$ cat src/rtl/brigade_pkg.sv
package brigade_pkg;

   typedef enum logic [1:0] {
      ROLE_HEAD   = 2'd0,
      ROLE_MIDDLE = 2'd1,
      ROLE_TAIL   = 2'd2
   } stage_role_e;

   function automatic stage_role_e role_of(input int idx, input int depth);
      if (idx == 0)              return ROLE_HEAD;
      else if (idx == depth - 1) return ROLE_TAIL;
      else                       return ROLE_MIDDLE;
   endfunction

endpackage

$ cat src/rtl/brigade_ctl.sv
module brigade_ctl
   import brigade_pkg::*;
#(
   parameter stage_role_e ROLE = ROLE_MIDDLE
) (
   input  logic clk_i,
   input  logic arst_i,
   input  logic run_i,
   input  logic up_full_i,
   input  logic down_fire_i,
   output logic fire_o,
   output logic full_o
);

   logic full_q;
   logic ready;

   generate
      if (ROLE == ROLE_TAIL) begin : g_tail
         // no successor: never blocked by its own token
         assign ready = up_full_i;
      end else begin : g_hold
         // head sees a permanently full predecessor (tied by the parent)
         assign ready = up_full_i & ~full_q;
      end
   endgenerate

   assign fire_o = run_i & ready;
   assign full_o = full_q;

   always_ff @(posedge clk_i or posedge arst_i) begin
      if (arst_i)           full_q <= 1'b0;
      else if (fire_o)      full_q <= 1'b1;
      else if (down_fire_i) full_q <= 1'b0;
   end

endmodule

$ cat src/rtl/brigade_reg.sv
module brigade_reg #(
   parameter int WIDTH = 32
) (
   input  logic             clk_i,
   input  logic             arst_i,
   input  logic             load_i,
   input  logic [WIDTH-1:0] d_i,
   output logic [WIDTH-1:0] q_o
);

   always_ff @(posedge clk_i or posedge arst_i) begin
      if (arst_i)      q_o <= '0;
      else if (load_i) q_o <= d_i;
   end

endmodule

$ cat src/rtl/brigade_pipe.sv
module brigade_pipe
   import brigade_pkg::*;
#(
   parameter int DEPTH = 4,
   parameter int WIDTH = 32
) (
   input  logic             clk_i,
   input  logic             arst_i,
   input  logic             run_i,
   output logic [WIDTH-1:0] word_o
);

   localparam int LAST = DEPTH - 1;

   // elaboration-time parameter checks
   generate
      if (DEPTH < 2) begin : g_bad_depth
         $error("brigade_pipe: DEPTH must be at least 2");
      end
      if (WIDTH < 1) begin : g_bad_width
         $error("brigade_pipe: WIDTH must be at least 1");
      end
   endgenerate

   logic [DEPTH-1:0] fire;
   logic [DEPTH-1:0] full;
   logic [WIDTH-1:0] word [DEPTH];

   generate
      for (genvar i = 0; i < DEPTH; i++) begin : g_stage
         localparam stage_role_e ROLE = role_of(i, DEPTH);
         logic             up_full;
         logic             down_fire;
         logic [WIDTH-1:0] d_next;

         if (ROLE == ROLE_HEAD) begin : g_head
            assign up_full   = 1'b1;
            assign down_fire = fire[i+1];
            assign d_next    = word[i] + WIDTH'(1);
         end else if (ROLE == ROLE_MIDDLE) begin : g_mid
            assign up_full   = full[i-1];
            assign down_fire = fire[i+1];
            assign d_next    = word[i-1];
         end else begin : g_tail
            assign up_full   = full[i-1];
            assign down_fire = 1'b0;
            assign d_next    = word[i-1];
         end

         brigade_ctl #(.ROLE(ROLE)) u_ctl (
            .clk_i      (clk_i),
            .arst_i     (arst_i),
            .run_i      (run_i),
            .up_full_i  (up_full),
            .down_fire_i(down_fire),
            .fire_o     (fire[i]),
            .full_o     (full[i])
         );

         brigade_reg #(.WIDTH(WIDTH)) u_reg (
            .clk_i (clk_i),
            .arst_i(arst_i),
            .load_i(fire[i]),
            .d_i   (d_next),
            .q_o   (word[i])
         );
      end
   endgenerate

   assign word_o = word[LAST];

endmodule

$ cat config.mk
export PLATFORM = sky130hd
export DESIGN_NAME = brigade_pipe
export DESIGN_NICKNAME = d
export VERILOG_FILES = /design/src/rtl/brigade_pkg.sv /design/src/rtl/brigade_ctl.sv /design/src/rtl/brigade_reg.sv /design/src/rtl/brigade_pipe.sv
export SDC_FILE = /design/constraint.sdc
export NUM_CORES = 1
export LEC_CHECK = 0
export BUFFER_PORTS_ARGS = -buffer_cell sky130_fd_sc_hd__clkbuf_2
export CORE_ASPECT_RATIO = 1.1
export CORE_MARGIN = 2
export CORE_UTILIZATION = 50
export CTS_CLUSTER_DIAMETER = 120
export DETAILED_ROUTE_END_ITERATION = 12
export GPL_TIMING_DRIVEN = 0
export MAX_ROUTING_LAYER = met4
export PLACE_DENSITY_LB_ADDON = 0.2
export SYNTH_ARGS = -nofsm -noshare
export SYNTH_HDL_FRONTEND = slang
export SYNTH_SLANG_ARGS = --single-unit
export TNS_END_PERCENT = 5
$ cat constraint.sdc
create_clock -name clk_i -period 4.2 [get_ports clk_i]
set_input_delay 1.05 -clock clk_i [delete_from_list [all_inputs] [get_ports clk_i]]
set_output_delay 1.05 -clock clk_i [all_outputs]
set_load 0.01 [all_outputs]
==> reports/metrics.yaml, run 1 <==
syn_area_per_cell_um2: 14.88
nNetsFinal: 403
final.setup.tns_ns: 0
maxCapViolations: 0
die_area_um2: 11070
cts.repair.resized: 0
gp_congestion: 0.7812
synth_top_area_share_pct: 64.03
yosysUniqueCellTypes: 30
dieWidth_um: 100.5
diodes: 0
drt_pre_antenna_iters: 5
syn-cell-area_um2: 5120
run_status: "complete, no violations"
wire_per_inst_um: 15.43
dp_hpwl_mm: 5.467
yosys.area.top_type: "dfrtp_1"
areaGrowthSynthToFinish_pct: 19.26
skew_ns: 0.006144
cp.arrival_ns: 2.87
wirelength_mm: 8.207
critPathLaunchType: "input port"
cts_root_buffer: "clkbuf_8"
period_minus_slack_ns: 2.437
reg2reg_from: "g_stage[0].u_reg.q_o[0]$_DFFE_PP0P_"
core.rowCount: 38
stdcell_area_um2: 6106
finalHoldViolCount: 0
cts_tree: "built"
post-place-cells: 500
stdcell_count: 532
fmax_mhz: 410.4
grt_antenna_before_repair: 0
syn_inst: 344
synth_edf_count: 0
async_flop_share_pct: 100.0
drive_above_1_share_pct: 41.02
port_buffers: 33
crit_required_ns: 4.63
post_cts_buffers: 0
grt_first_pass_wirelength_mm: 14.24
worstSetupEndpointType: "flip-flop"
start_util_pct: 51.52
netlist_top_cells_count: "131 x dfrtp_1, 94 x mux2_2, 19 x xnor2_1"
grt_overflow: 0
core_area_um2: 9937
ff2ff_path_depth: 5
die_y_um: 110.1
gr-usage-all-layers_pct: 17.57
critical_path_class: "input port to flip-flop"
drc: 0
power_uw: 3470
grt_max_degree: 43
min-delay-start: "g_stage[0].u_reg.q_o[31]$_DFFE_PP0P_"
slew_violations: 0
crit_start: "run_i"
timing.final.crit_share_pct: 58.02
hold_buffers: 0
cts.htree.levels: 4
cts.path.max_buffers: 2
tightestPinTransition_ns: 1.200
io_pins: 35
cts.sinks: 131
ys_seq_area_share_pct: 64.03
ant_nets: 0
clk_latency_ns: 0.52
ys_warn_count: 0
synth-seq-cells: 131
fillers: 765
vias: 2804
vdd_drop_max_mv: 0.3663
hold_class: "flip-flop to flip-flop"
yosys-top-cells-area: "dfrtp_1 64%, mux2_2 21%, xnor2_1 3.3%"
whs_path_depth: 1
drt-initial-drc-count: 50
leakage_uw: 0.003042
cts_made_buffers: 17
routed_via_density: 5.271
synthFlopType: "dfrtp_1"
grt_pass1_vias: 2916
crit_path_max_fanout: 10
setup_violations: 0
clk_pin_slew_worst_paths_ns: 0.06
synth_nets: 348
rsz0062_at_grt: "false"
powerDensity_nw_per_um2: 568.3
synthMostInstantiatedCell: "dfrtp_1"
slew_headroom_pct: 19.24
placed_cell_area_um2: 5507
-- per-layer routing --
layer / vias to the layer above / GRT usage (%) / wire [um]
li1: 1318 / - / -
met1: 1425 / 21.88 / 3786
met2: 46 / 26.89 / 3961
met3: 15 / 5.485 / 310
met4: 0 / 7.339 / 149
met5: - / - / 0
-- power breakdown --
part	switching (uW)	internal [uW]	total (uW)
Sequential	94.8	1410	1510
Combinational	238	240	478
Clock	511	976	1490
Total	844	2630	3470
-- per-stage QoR --
step	setup slack (ns)	hold WS [ns]	util (%)
2_1_floorplan	1.527	0.4417	-
3_3_place_gp	0.7371	0.4615	54.73
3_5_place_dp	1.245	0.4620	55.41
4_1_cts	1.770	0.4740	61.45
5_1_grt	1.637	0.5040	61.45
6_report	1.763	0.4739	61.45
-- logic make-up (layout without fill, tap and decap cells) --
group	count (synthesis)	in the layout	share of synthesized area, %
adder cells (fa/ha/maj)	1	1	0.2443
buffers and inverters	19	87	1.564
AO/OA/AOI/OAI	7	7	0.7576
flip-flops	131	131	64.03
AND/OR/NAND/NOR	61	61	7.429
multiplexers	94	94	20.67
XOR/XNOR	31	31	5.303
-- sequential cells by signal, summed over array words and instances, names as in the netlist --
name and cells:
g_stage.u_ctl.full_o 3, g_stage.u_reg.q_o 128
-- critical path: stages --
cell	delay (ns)
buf_2	0.17
nand4b_1	0.13
nor4_1	1.03
nand4_1	0.25
xnor2_1	0.24
-- cell usage in the layout, fill, tap and decap left out --
cell        count
clkinv_2        4
a31oi_1         1
buf_12          2
and3_1          3
and4_1          2
xnor2_1        19
o21a_1          1
buf_2           1
a21oi_1         1
clkinv_4        1
nand4b_1        1
or4_1           1
nor4_1          3
bufinv_16       4
inv_1           4
clkbuf_8        2
clkbuf_1       10
clkinvlp_4      2
buf_1           6
ha_1            1
nor3_2          6
clkbuf_16      16
buf_6           1
dfrtp_1       131
nand4_1        10
nand3_1        11
nand2b_1        1
clkbuf_2       33
xor2_1         12
nor4_4          1
nor2b_1         1
o21ai_0         4
nor2_1          4
nand4_2         1
nand3b_1        2
nor3_1          2
mux2_2         94
nand2_1        12
buf_16          1
-- area by class of cell --
class                           instances  area (um^2)  share of cell area, %
Sequential cell                       131         3278                  53.69
Tap cell                              120        150.1                  2.459
Multi-Input combinational cell        194         1762                  28.85
Buffer                                 14        61.31                  1.004
Timing Repair Buffer                   36        232.7                  3.811
Inverter                                5        22.52                 0.3689
Clock inverter                         10        156.4                  2.561
Clock buffer                           22        442.9                  7.254
-- worst paths after layout --
kind                                                        endpoint  slack (ns)
worst max-delay path            g_stage[0].u_reg.q_o[29]$_DFFE_PP0P_        1.76
worst max register to register  g_stage[0].u_reg.q_o[30]$_DFFE_PP0P_        1.83
max in group asynchronous       g_stage[1].u_reg.q_o[27]$_DFFE_PP0P_        2.72
min in group asynchronous       g_stage[3].u_reg.q_o[13]$_DFFE_PP0P_        0.67
worst min register to register  g_stage[0].u_reg.q_o[31]$_DFFE_PP0P_        0.47
worst min-delay path            g_stage[0].u_reg.q_o[31]$_DFFE_PP0P_        0.47
No activity file was read; power rests on OpenSTA's default activity.
==> inputs of run 2 (changes only) <==
==> constraint.sdc (replaced) <==
create_clock -name clk_i -period 1.97 [get_ports clk_i]
set_input_delay 0.4925 -clock clk_i [delete_from_list [all_inputs] [get_ports clk_i]]
set_output_delay 0.4925 -clock clk_i [all_outputs]
set_load 0.01 [all_outputs]
==> run 2 against run 1 <==
- count of clock-buffer cells in the layout did not move
- die area stayed put
- clock skew hardly changed
- total power is 110% higher
- global-route usage hardly changed
- core utilization grew 0.49 points
- critical path depth did not move
- critical endpoint is now g_stage[0].u_reg.q_o[22]$_DFFE_PP0P_
- flip-flop and latch count did not move
- cell area increased by 0.80%
- setup slack worse by 1.6 ns
==> reports/metrics.yaml, run 2 (synthesis gave the netlist of run 1 again) <==
run_status: "complete, no violations"
top_register: "g_stage.u_reg.q_o"
period_minus_slack_ns: 1.853
gp_congestion: 0.7812  # unchanged
drc: 0  # unchanged
timing.final.crit_share_pct: 94.05
hold_class: "input port to async pin"
slew_headroom_pct: 45.21  # +26 points
fin_util_pct: 61.94  # +0.49 points
slew_violations: 0  # unchanged
hold_buffers: 0  # unchanged
io_pins: 35  # unchanged
routed_via_density: 5.276  # +0.11%
clk_pin_slew_worst_paths_ns: 0.06  # about the same
global_route.usage.met2_pct: 26.70  # -0.19 points
vdd_drop_max_mv: 0.7819  # +110%
nNetsFinal: 403  # unchanged
areaGrowthSynthToFinish_pct: 20.21
ant_nets: 0  # unchanged
drt_pre_antenna_iters: 4  # -1
grt_overflow: 0  # unchanged
setup_violations: 0  # unchanged
drt-initial-drc-count: 69  # +38%
layout_common_cells: "131 x dfrtp_1, 94 x mux2_2, 34 x clkbuf_2, 19 x xnor2_1, 16 x clkbuf_16"
wirelength_mm: 8.249  # +0.51%
cts.htree.levels: 4  # unchanged
critPathLaunchType: "flip-flop"
leakage_uw: 0.003087  # +1.5%
cts_tree: "built"
worst_path_largest_cell_delay_ns: 0.58  # -0.45 ns
critical_path_class: "flip-flop to flip-flop"
cts.path.max_buffers: 2  # unchanged
grt_pass1_vias: 2914  # -0.069%
tightestPinTransition_ns: 0.8201  # -0.3803 ns
crit_required_ns: 2.41  # -2.22 ns
cts_root_buffer: "clkbuf_8"
core_area_um2: 9937  # unchanged
final.setup.tns_ns: 0  # unchanged
layout_commonest_cell: "dfrtp_1"
drive_above_1_share_pct: 42.48  # +1.5 points
largest_register_ffs: 128  # unchanged
fillers: 764  # -0.13%
stdcell_area_um2: 6155  # +0.80%
rrSetupSlack_ns: 0.12  # -1.71 ns
stdcell_count: 532  # unchanged
cts_made_buffers: 17  # unchanged
grt_max_degree: 43  # unchanged
use_met3_pct: 5.485  # unchanged
die_y_um: 110.1  # unchanged
diodes: 0  # unchanged
use_met1_pct: 21.96  # +0.085 points
cp.arrival_ns: 2.29  # -0.58 ns
port_buffers: 33  # unchanged
fmax_mhz: 539.7
maxCapViolations: 0  # unchanged
skew_ns: 0.006530  # +0.0003864 ns
post_cts_buffers: 0  # unchanged
finalHoldViolCount: 0  # unchanged
busiest_layer: "met2"
crit_path_max_fanout: 8  # -2
dieWidth_um: 100.5  # unchanged
rsz0062_at_grt: "false"
wire_per_inst_um: 15.51  # +0.51%
die_area_um2: 11070  # unchanged
core.rowCount: 38  # unchanged
dp_hpwl_mm: 5.467  # unchanged
grt_first_pass_wirelength_mm: 14.26  # about the same
powerDensity_nw_per_um2: 1203  # +110%
cts.sinks: 131  # unchanged
grt_antenna_before_repair: 0  # unchanged
cpMaxStageDelayCell: "or4_1"
worstSetupEndpointType: "flip-flop"
clk_latency_ns: 0.52  # about the same
placed_cell_area_um2: 5507  # unchanged
path_cells: "nand4_4 -> or4_1 -> buf_6 -> nor3_2 -> xor2_1"
post-place-cells: 500  # unchanged
start_util_pct: 51.52  # unchanged
vias: 2807  # +0.11%
gr-usage-all-layers_pct: 17.54  # -0.028 points
[run 2: area by class of cell]
type	instances	area (um^2)	area share (%)
Sequential cell	131	3278	53.26
Clock buffer	22	442.9	7.197
Tap cell	120	150.1	2.440
Timing Repair Buffer	36	232.7	3.781
Multi-Input combinational cell	194	1807	29.36
Buffer	14	65.06	1.057
Inverter	5	22.52	0.3659
Clock inverter	10	156.4	2.541
[run 2: metrics by stage]
step,power (uW),worst slack [ns],hold WS [ns]
floorplan,3977,-0.1457,0.4417
global placement,4239,-0.9354,0.4615
detailed placement,4291,-0.4276,0.4620
CTS,7479,0.01731,0.1340
global route,7751,0.003194,0.1872
finish,7402,0.1171,0.1172
[run 2: final timing paths]
path / startpoint / end / depth (start not counted)
hold reg to reg: g_stage[0].u_reg.q_o[31]$_DFFE_PP0P_ / g_stage[0].u_reg.q_o[31]$_DFFE_PP0P_ / 1
setup / recovery: g_stage[0].u_reg.q_o[5]$_DFFE_PP0P_ / g_stage[0].u_reg.q_o[22]$_DFFE_PP0P_ / 5
setup reg to reg: g_stage[0].u_reg.q_o[5]$_DFFE_PP0P_ / g_stage[0].u_reg.q_o[22]$_DFFE_PP0P_ / 5
min in group clk_i: run_i / g_stage[1].u_ctl.full_o$_DFFE_PP0P_ / 2
max in group asynchronous: arst_i / g_stage[1].u_reg.q_o[27]$_DFFE_PP0P_ / 4
hold / removal: arst_i / g_stage[3].u_reg.q_o[13]$_DFFE_PP0P_ / 2
[run 2: power by group]
| group | switching [uW] | total, uW | internal [uW] |
|---|---|---|---|
| clock | 1090 | 3170 | 2080 |
| combinational | 509 | 1030 | 516 |
| sequential | 202 | 3210 | 3010 |
[run 2: per-layer routing]
layer	up-vias	part of all wire, %
li1	1321	-
met1	1432	47
met2	40	49
met3	14	2.9
met4	0	1.7
met5	-	0
[run 2: worst max-delay path: cells and delay by family (launching register included)]
kind / cells / cell delay, ns
xor gates and xnor gates: 1 / 0.16
buffers and inverters: 1 / 0.17
and+or+nand+nor: 3 / 0.94
DFF: 1 / 0.50
[run 2: timing repair]
item	CTS	global route
gates resized for setup	5	4
pin swaps	0	0
setup endpoints to repair	32	10
cloned	0	0
